[config.mk]
export PLATFORM = sky130hd
export DESIGN_NAME = u2rx_multiphy
export DESIGN_NICKNAME = d
export VERILOG_FILES = /design/src/rtl/u2rx_pkg.sv /design/src/rtl/u2rx_addr_match.sv /design/src/rtl/u2rx_cell_store.sv /design/src/rtl/u2rx_xfer_ctrl.sv /design/src/rtl/u2rx_multiphy.sv
export SDC_FILE = /design/constraint.sdc
export NUM_CORES = 2
export LEC_CHECK = 0
export BUFFER_PORTS_ARGS = -buffer_cell sky130_fd_sc_hd__buf_2
export CORE_MARGIN = 2
export CORE_UTILIZATION = 45
export DETAILED_ROUTE_END_ITERATION = 8
export PLACE_DENSITY = 0.71
export SETUP_SLACK_MARGIN = 0.4
export SYNTH_ARGS = -nofsm -noshare
export SYNTH_HDL_FRONTEND = slang
export SYNTH_SLANG_ARGS = --single-unit
[constraint.sdc]
create_clock -name clk -period 8.7 [get_ports clk]
set_input_delay 1.74 -clock clk [delete_from_list [all_inputs] [get_ports clk]]
set_output_delay 1.74 -clock clk [all_outputs]
set_load 0.05 [all_outputs]
[src/rtl/u2rx_pkg.sv]
package u2rx_pkg;
   localparam int DEF_PORTS      = 4;
   localparam int DEF_WORD_W     = 16;
   localparam int DEF_ADDR_W     = 5;
   localparam int DEF_CELL_WORDS = 27;
   localparam int DEF_CELL_SLOTS = 2;
endpackage

[src/rtl/u2rx_addr_match.sv]
module u2rx_addr_match #(
   parameter int NPORT = 4,
   parameter int AW    = 5,
   localparam int PW   = (NPORT > 1) ? $clog2(NPORT) : 1
) (
   input  logic [NPORT*AW-1:0] cfg_addr,
   input  logic [AW-1:0]       addr,
   output logic                hit,
   output logic [PW-1:0]       hit_port
);
   logic [NPORT-1:0] eq;

   for (genvar g = 0; g < NPORT; g++) begin : g_cmp
      assign eq[g] = (cfg_addr[g*AW +: AW] == addr);
   end

   // lowest index wins when addresses collide
   always_comb begin
      hit_port = '0;
      for (int i = NPORT - 1; i >= 0; i--) begin
         if (eq[i]) hit_port = PW'(i);
      end
   end

   assign hit = |eq;
endmodule

[src/rtl/u2rx_cell_store.sv]
module u2rx_cell_store #(
   parameter int DW    = 16,
   parameter int CW    = 27,
   parameter int CELLS = 2,
   localparam int IDX_W = $clog2(CW)
) (
   input  logic             clk,
   input  logic             rst_n,
   input  logic             wr_en,
   input  logic [DW-1:0]    wr_data,
   input  logic [IDX_W-1:0] rd_idx,
   input  logic             rd_pop,
   output logic [DW-1:0]    rd_data,
   output logic             cell_avail
);
   localparam int SLOT_W = $clog2(CELLS);
   localparam int MA_W   = $clog2(CELLS * CW);
   localparam int CNT_W  = $clog2(CELLS + 1);

   logic [DW-1:0]     mem [CELLS*CW];
   logic [SLOT_W-1:0] wslot, rslot;
   logic [IDX_W-1:0]  widx;
   logic              wacc_q, acc_now, commit;
   logic [CNT_W-1:0]  count;
   logic [MA_W-1:0]   wr_addr, rd_addr;

   assign acc_now = (widx == '0) ? (count < CNT_W'(CELLS)) : wacc_q;
   assign commit  = wr_en && acc_now && (widx == IDX_W'(CW - 1));
   assign wr_addr = MA_W'(wslot) * MA_W'(CW) + MA_W'(widx);
   assign rd_addr = MA_W'(rslot) * MA_W'(CW) + MA_W'(rd_idx);
   assign rd_data = mem[rd_addr];
   assign cell_avail = (count != '0);

   always_ff @(posedge clk) begin
      if (wr_en && acc_now) mem[wr_addr] <= wr_data;
   end

   always_ff @(posedge clk or negedge rst_n) begin
      if (!rst_n) begin
         wslot  <= '0;
         rslot  <= '0;
         widx   <= '0;
         wacc_q <= 1'b0;
         count  <= '0;
      end else begin
         if (wr_en) begin
            wacc_q <= acc_now;
            widx   <= (widx == IDX_W'(CW - 1)) ? '0 : widx + 1'b1;
         end
         if (commit)
            wslot <= (wslot == SLOT_W'(CELLS - 1)) ? '0 : wslot + 1'b1;
         if (rd_pop)
            rslot <= (rslot == SLOT_W'(CELLS - 1)) ? '0 : rslot + 1'b1;
         count <= count + CNT_W'(commit) - CNT_W'(rd_pop);
      end
   end

   AST_COUNT_BOUND: assert property (@(posedge clk) disable iff (!rst_n)
      count <= CNT_W'(CELLS));
   AST_POP_HAS_CELL: assert property (@(posedge clk) disable iff (!rst_n)
      rd_pop |-> cell_avail);
endmodule

[src/rtl/u2rx_xfer_ctrl.sv]
module u2rx_xfer_ctrl #(
   parameter int NPORT = 4,
   parameter int CW    = 27,
   localparam int PW    = (NPORT > 1) ? $clog2(NPORT) : 1,
   localparam int IDX_W = $clog2(CW)
) (
   input  logic             clk,
   input  logic             rst_n,
   input  logic             enb_n,
   input  logic             hit,
   input  logic [PW-1:0]    hit_port,
   input  logic [NPORT-1:0] cell_avail,
   output logic             load,
   output logic             pop,
   output logic [PW-1:0]    load_port,
   output logic [IDX_W-1:0] load_idx
);
   logic             busy, cand_v, start;
   logic [PW-1:0]    cur, cand;
   logic [IDX_W-1:0] idx;

   assign start     = !busy && !enb_n && cand_v && cell_avail[cand];
   assign load      = !enb_n && (busy || start);
   assign load_port = busy ? cur : cand;
   assign load_idx  = busy ? idx : '0;
   assign pop       = load && (load_idx == IDX_W'(CW - 1));

   always_ff @(posedge clk or negedge rst_n) begin
      if (!rst_n) begin
         busy   <= 1'b0;
         cand_v <= 1'b0;
         cur    <= '0;
         cand   <= '0;
         idx    <= '0;
      end else begin
         if (enb_n) begin
            cand_v <= hit;
            if (hit) cand <= hit_port;
         end
         if (start) begin
            busy   <= 1'b1;
            cur    <= cand;
            cand_v <= 1'b0;
         end
         if (load) idx <= pop ? '0 : load_idx + 1'b1;
         if (pop) busy <= 1'b0;
      end
   end

   AST_PORT_HELD: assert property (@(posedge clk) disable iff (!rst_n)
      (busy && !pop) |=> $stable(cur));
   AST_IDX_FROZEN: assert property (@(posedge clk) disable iff (!rst_n)
      !load |=> $stable(idx));
   AST_START_HAS_CELL: assert property (@(posedge clk) disable iff (!rst_n)
      (load && !busy) |-> cell_avail[cand]);
endmodule

[src/rtl/u2rx_multiphy.sv]
module u2rx_multiphy #(
   parameter int NPORT = u2rx_pkg::DEF_PORTS,
   parameter int DW    = u2rx_pkg::DEF_WORD_W,
   parameter int AW    = u2rx_pkg::DEF_ADDR_W,
   parameter int CW    = u2rx_pkg::DEF_CELL_WORDS,
   parameter int CELLS = u2rx_pkg::DEF_CELL_SLOTS,
   localparam int PW   = (NPORT > 1) ? $clog2(NPORT) : 1
) (
   input  logic                clk,
   input  logic                rst_n,
   input  logic [NPORT*AW-1:0] port_addr_cfg,
   input  logic                line_wr_en,
   input  logic [PW-1:0]       line_wr_port,
   input  logic [DW-1:0]       line_wr_data,
   input  logic [AW-1:0]       rx_addr,
   input  logic                rx_enb_n,
   output logic                rx_clav,
   output logic                rx_clav_oe,
   output logic [DW-1:0]       rx_data,
   output logic                rx_soc,
   output logic                rx_prty
);
   localparam int IDX_W = $clog2(CW);

   if (CW < 2) begin : g_bad_cw
      $error("cell must span at least two words");
   end
   if (CELLS < 2) begin : g_bad_cells
      $error("each port needs at least two cell slots");
   end
   if (NPORT > (1 << AW)) begin : g_bad_ports
      $error("more ports than addresses");
   end

   logic             hit, load, pop;
   logic [PW-1:0]    hit_port, load_port;
   logic [IDX_W-1:0] load_idx;
   logic [NPORT-1:0] avail;
   logic [DW-1:0]    port_rd [NPORT];
   logic [DW-1:0]    word;

   u2rx_addr_match #(.NPORT(NPORT), .AW(AW)) i_match (
      .cfg_addr (port_addr_cfg),
      .addr     (rx_addr),
      .hit      (hit),
      .hit_port (hit_port)
   );

   u2rx_xfer_ctrl #(.NPORT(NPORT), .CW(CW)) i_ctrl (
      .clk        (clk),
      .rst_n      (rst_n),
      .enb_n      (rx_enb_n),
      .hit        (hit),
      .hit_port   (hit_port),
      .cell_avail (avail),
      .load       (load),
      .pop        (pop),
      .load_port  (load_port),
      .load_idx   (load_idx)
   );

   for (genvar g = 0; g < NPORT; g++) begin : g_port
      u2rx_cell_store #(.DW(DW), .CW(CW), .CELLS(CELLS)) i_store (
         .clk        (clk),
         .rst_n      (rst_n),
         .wr_en      (line_wr_en && (line_wr_port == PW'(g))),
         .wr_data    (line_wr_data),
         .rd_idx     (load_idx),
         .rd_pop     (pop && (load_port == PW'(g))),
         .rd_data    (port_rd[g]),
         .cell_avail (avail[g])
      );
   end

   assign word = port_rd[load_port];

   always_ff @(posedge clk or negedge rst_n) begin
      if (!rst_n) begin
         rx_clav    <= 1'b0;
         rx_clav_oe <= 1'b0;
         rx_data    <= '0;
         rx_soc     <= 1'b0;
         rx_prty    <= 1'b1;
      end else begin
         rx_clav_oe <= hit;
         rx_clav    <= hit && avail[hit_port];
         rx_soc     <= load && (load_idx == '0);
         if (load) begin
            rx_data <= word;
            rx_prty <= ~^word;
         end
      end
   end

   AST_CLAV_NEEDS_OE: assert property (@(posedge clk) disable iff (!rst_n)
      rx_clav |-> rx_clav_oe);
endmodule

==> results by group <==
Run status
  – Status: complete, no violations

CTS
  – CTS Buf Count: between 300 and 400
  – Clk Latency, worst-skew pair: approximately 0.9 ns
  – Clk slew on worst S/H paths: 0.07 ns
  – Longest Clk Path Bufs: 4
  – Clock sink count: around 3.5k
  – Post-CTS setup buffer count: 0
  – H-tree depth: 5
  – Clk root buf: clkbuf_16
  – Post-CTS Hold Fix Bufs: 0
  – Cts repair resizes: 0
  – CTS tree: done

Timing
  – Max Clk Rate: between 100 and 150 MHz
  – Slew headroom: under 10%
  – Max Slew Vio Count: 0
  – RSZ-0062 raised after global routing: no
  – Fin Hold WS: between 0.4 and 0.5 ns
  – Final worst-path cycle share: between 70% and 80%
  – Fin Setup TNS: 0 ns
  – Min Tclk post-route: around 6.8 ns
  – Clock Skew: ~0.052 ns
  – Finish-stage setup viols: 0
  – Hold violation count in the final report: 0
  – Worst Tran Pin Value: ~1.5 ns
  – Final WS setup: roughly 2 ns

Layout
  – Commonest non-fill, non-tap cell in the layout: edfxtp_1
  – Area delta synth->final: 13.37%
  – Most frequent cells in the layout: edfxtp_1 (3456), mux4_2 (786), nand2_1 (621)
  – Layout Nets: between 7k and 8k
  – Fill cell count: 23.47k
  – Final cell count without fillers: about 12k
  – Share of layout cells above drive strength 1: a little under a quarter
  – Utilization after layout: about half

Route
  – Initial DRC count: approximately 11k
  – Final ANT Viol Nets: 0
  – Via count: between 70k and 80k
  – Drt pass-1 iters: 6
  – WL/cell: slightly above 30 um
  – Total wire length: 363900 um
  – DR DRC count: 0
  – DR vias/cell: 6.209

Power
  – Net Sw Power: ~7700 uW
  – Seq pwr share: 53.0%
  – Int Power: around 28000 uW
  – Switching Share: 21.59%
  – PD cells: approximately 230 nW/um2
  – Clock power frac: between 40% and 50%
  – Comb power frac: 4.5%
  – P_leak: approximately 0.049 uW
  – Worst vdd ir: 0.0002436 V

Placement
  – Port Buffer Count: 66
  – Setup WS pre-CTS: 2.082 ns
  – Placed cell count: about 11k
  – Placer Congestion: between 0.9 and 1
  – Post-detail-place hpwl: ~220000 um

Global route
  – Largest net degree at the start of global routing: approximately 150
  – Remaining Overflow, GRT: 0
  – GRT Overall Usage: a little under a quarter
  – Vias in the first global route: around 72k
  – Number of antenna violations at the first check in global routing: 13
  – First-pass GRT wire length: 521700 um

Synth
  – Mean area per synthesized cell: approximately 20 um2
  – Flops & latches, synth: 3527
  – Yosys warns: 0
  – Post-synth top flop: edfxtp_1
  – Netlist cell types: 80
  – Net count after synthesis: slightly above 7k
  – Post-synthesis cell count: 7064
  – Sequential area share after synthesis: between 70% and 80%
  – EDFF count, synth: between 3k and 4k
  – Post-synthesis async set-or-reset flop share: between 2 and 2.5%
  – Mapped Area: about 140000 um2

Critical path
  – CP Launch Type: flop
  – CP required: about 9.5 ns
  – Critical path type: flop to flop
  – Crit path max-delay family: compound AO/OA/AOI/OAI gates
  – Worst path max stage delay: approximately 1.1 ns
  – Buf/Inv on CP: 0
  – Crit-path max FO: 25
  – Worst-path cell chain: nand2_1 -> xnor2_1 -> ha_4 -> a21o_1 -> o2111ai_1 -> a211oi_1 -> nand2_1 -> o32ai_1 -> or4_1 -> o31a_1 -> nand4_1 -> xnor3_1 -> xor2_1 -> xnor3_1 -> o21ai_1
  – Critical Path End Type: flop
  – Slowest cell on crit path: a211oi_1
  – Critical Path AT: 7.57 ns

Job
  – Max Cap Violations: 0

Floorplanning
  – Total die area: approximately 310000 um2
  – Starting Density: between 40% and 50%
  – Row Count: 203
  – Die H: about 560 um
  – Core Box Area: around 310000 um2
  – Top Ports: 67
  – Die width: 558.9 um

Worst hold path
  – Tightest Hold Check Type: flop to flop
[synthesized netlist by cell type, types with 7 or more instances]
cell	number	area (um2)
a21o_1	22	165.2
mux2_2	10	112.6
o22ai_1	45	281.5
nand2b_1	8	50.05
o21ai_0	119	595.6
a221oi_1	14	122.6
nor2_1	434	1629
or2_2	7	43.79
xnor2_1	48	420.4
buf_6	13	146.4
nor3_1	65	325.3
nand3b_1	7	52.55
ha_1	48	600.6
dfrtp_1	70	1752
mux4_2	786	17700
a22oi_1	32	240.2
o2111ai_1	20	175.2
a21oi_1	167	835.8
a2111oi_0	11	96.34
and2_1	17	106.4
buf_1	29	108.9
nand4_1	42	262.8
a32oi_1	22	192.7
edfxtp_1	3456	103800
a22o_1	10	87.58
buf_4	62	465.5
clkbuf_1	168	630.6
nor4_1	29	181.4
a211o_1	8	70.07
inv_1	18	67.56
nor2b_1	12	75.07
a211oi_1	25	187.7
and3_1	21	131.4
nand3_1	142	710.7
a31oi_1	66	412.9
nand2_1	621	2331
or4_1	9	67.56
o211ai_1	25	187.7
xor2_1	30	262.8
buf_2	85	425.4
o221ai_1	7	61.31
a311oi_1	27	236.5
o32ai_1	13	113.9
mux2i_1	106	1061
or3_1	7	43.79
[worst paths after layout]
check                      slack [ns]                            startpoint  cells after the start                                    to
min in group asynchronous        0.98                                 rst_n                      1  g_port[1].i_store.count[0]$_DFF_PN0_
hold / removal                   0.48  g_port[2].i_store.wacc_q$_DFFE_PN0P_                      1  g_port[2].i_store.wacc_q$_DFFE_PN0P_
setup reg to reg                 1.94             i_ctrl.idx[1]$_DFFE_PN0P_                     15                   rx_prty$_DFFE_PN1P_
setup / recovery                 1.94             i_ctrl.idx[1]$_DFFE_PN0P_                     15                   rx_prty$_DFFE_PN1P_
hold reg to reg                  0.48  g_port[2].i_store.wacc_q$_DFFE_PN0P_                      1  g_port[2].i_store.wacc_q$_DFFE_PN0P_
max in group asynchronous        7.06                                 rst_n                      1   g_port[2].i_store.wslot$_DFFE_PN0P_
[through the flow]
step | instance area, um2 | total power (uW)
2_1_floorplan | 138600 | 20020
3_3_place_gp | 145600 | 20820
3_5_place_dp | 145600 | 20870
4_1_cts | 157100 | 35820
5_1_grt | 157100 | 36530
6_report | 157100 | 35700
[area by class of cell]
type | instances | area [um2] | area share (%)
tap | 4100 | 5130 | 3.265
clock inverter | 207 | 2301 | 1.465
sequential | 3527 | 105600 | 67.19
multi-input combinational | 3161 | 31470 | 20.03
clock buffer | 412 | 9124 | 5.808
inverter | 18 | 67.56 | 0.04301
antenna | 8 | 20.02 | 0.01274
timing repair buffer | 425 | 3431 | 2.184
[logic make-up (layout without fill, tap and decap cells)]
group | count (synthesis) | after routing | synth area share (%)
buf+inv | 376 | 1062 | 1.342
flops | 3527 | 3527 | 76.17
mux | 904 | 904 | 13.66
fa+ha+maj | 52 | 52 | 0.4912
simple gates | 1439 | 1439 | 4.459
xor+xnor | 88 | 88 | 0.6573
other cells | 0 | 8 | 0
compound gates | 678 | 678 | 3.219
[layer usage]
metal | track usage, % | wire length (um) | up-vias
met1 | 31.86 | 137100 | 38450
met3 | 4.721 | 39920 | 779
met5 | 0 | 64 | -
met4 | 10.15 | 18830 | 10
li1 | - | - | 29743
met2 | 34.82 | 167900 | 4640
[power by group through the flow]
stage               Combinational (uW)  Clock (uW)  Sequential [uW]
CTS                               1590       15300            18900
detailed placement                1590           0            19300
floorplan                          759           0            19300
global placement                  1540           0            19300
global route                      1690       15900            18900
finish                            1620       15200            18900
[sequential cells by signal, summed over array words and instances, names as in the netlist, 2 cells and up]
| register | count |
|---|---|
| g_port.i_store.mem | 3456 |
| g_port.i_store.widx | 20 |
| rx_data | 16 |
| g_port.i_store.count | 8 |
| i_ctrl.idx | 5 |
| g_port.i_store.rslot | 4 |
| g_port.i_store.wacc_q | 4 |
| g_port.i_store.wslot | 4 |
| i_ctrl.cand | 2 |
| i_ctrl.cur | 2 |
Power figures use the tool's default switching activity.
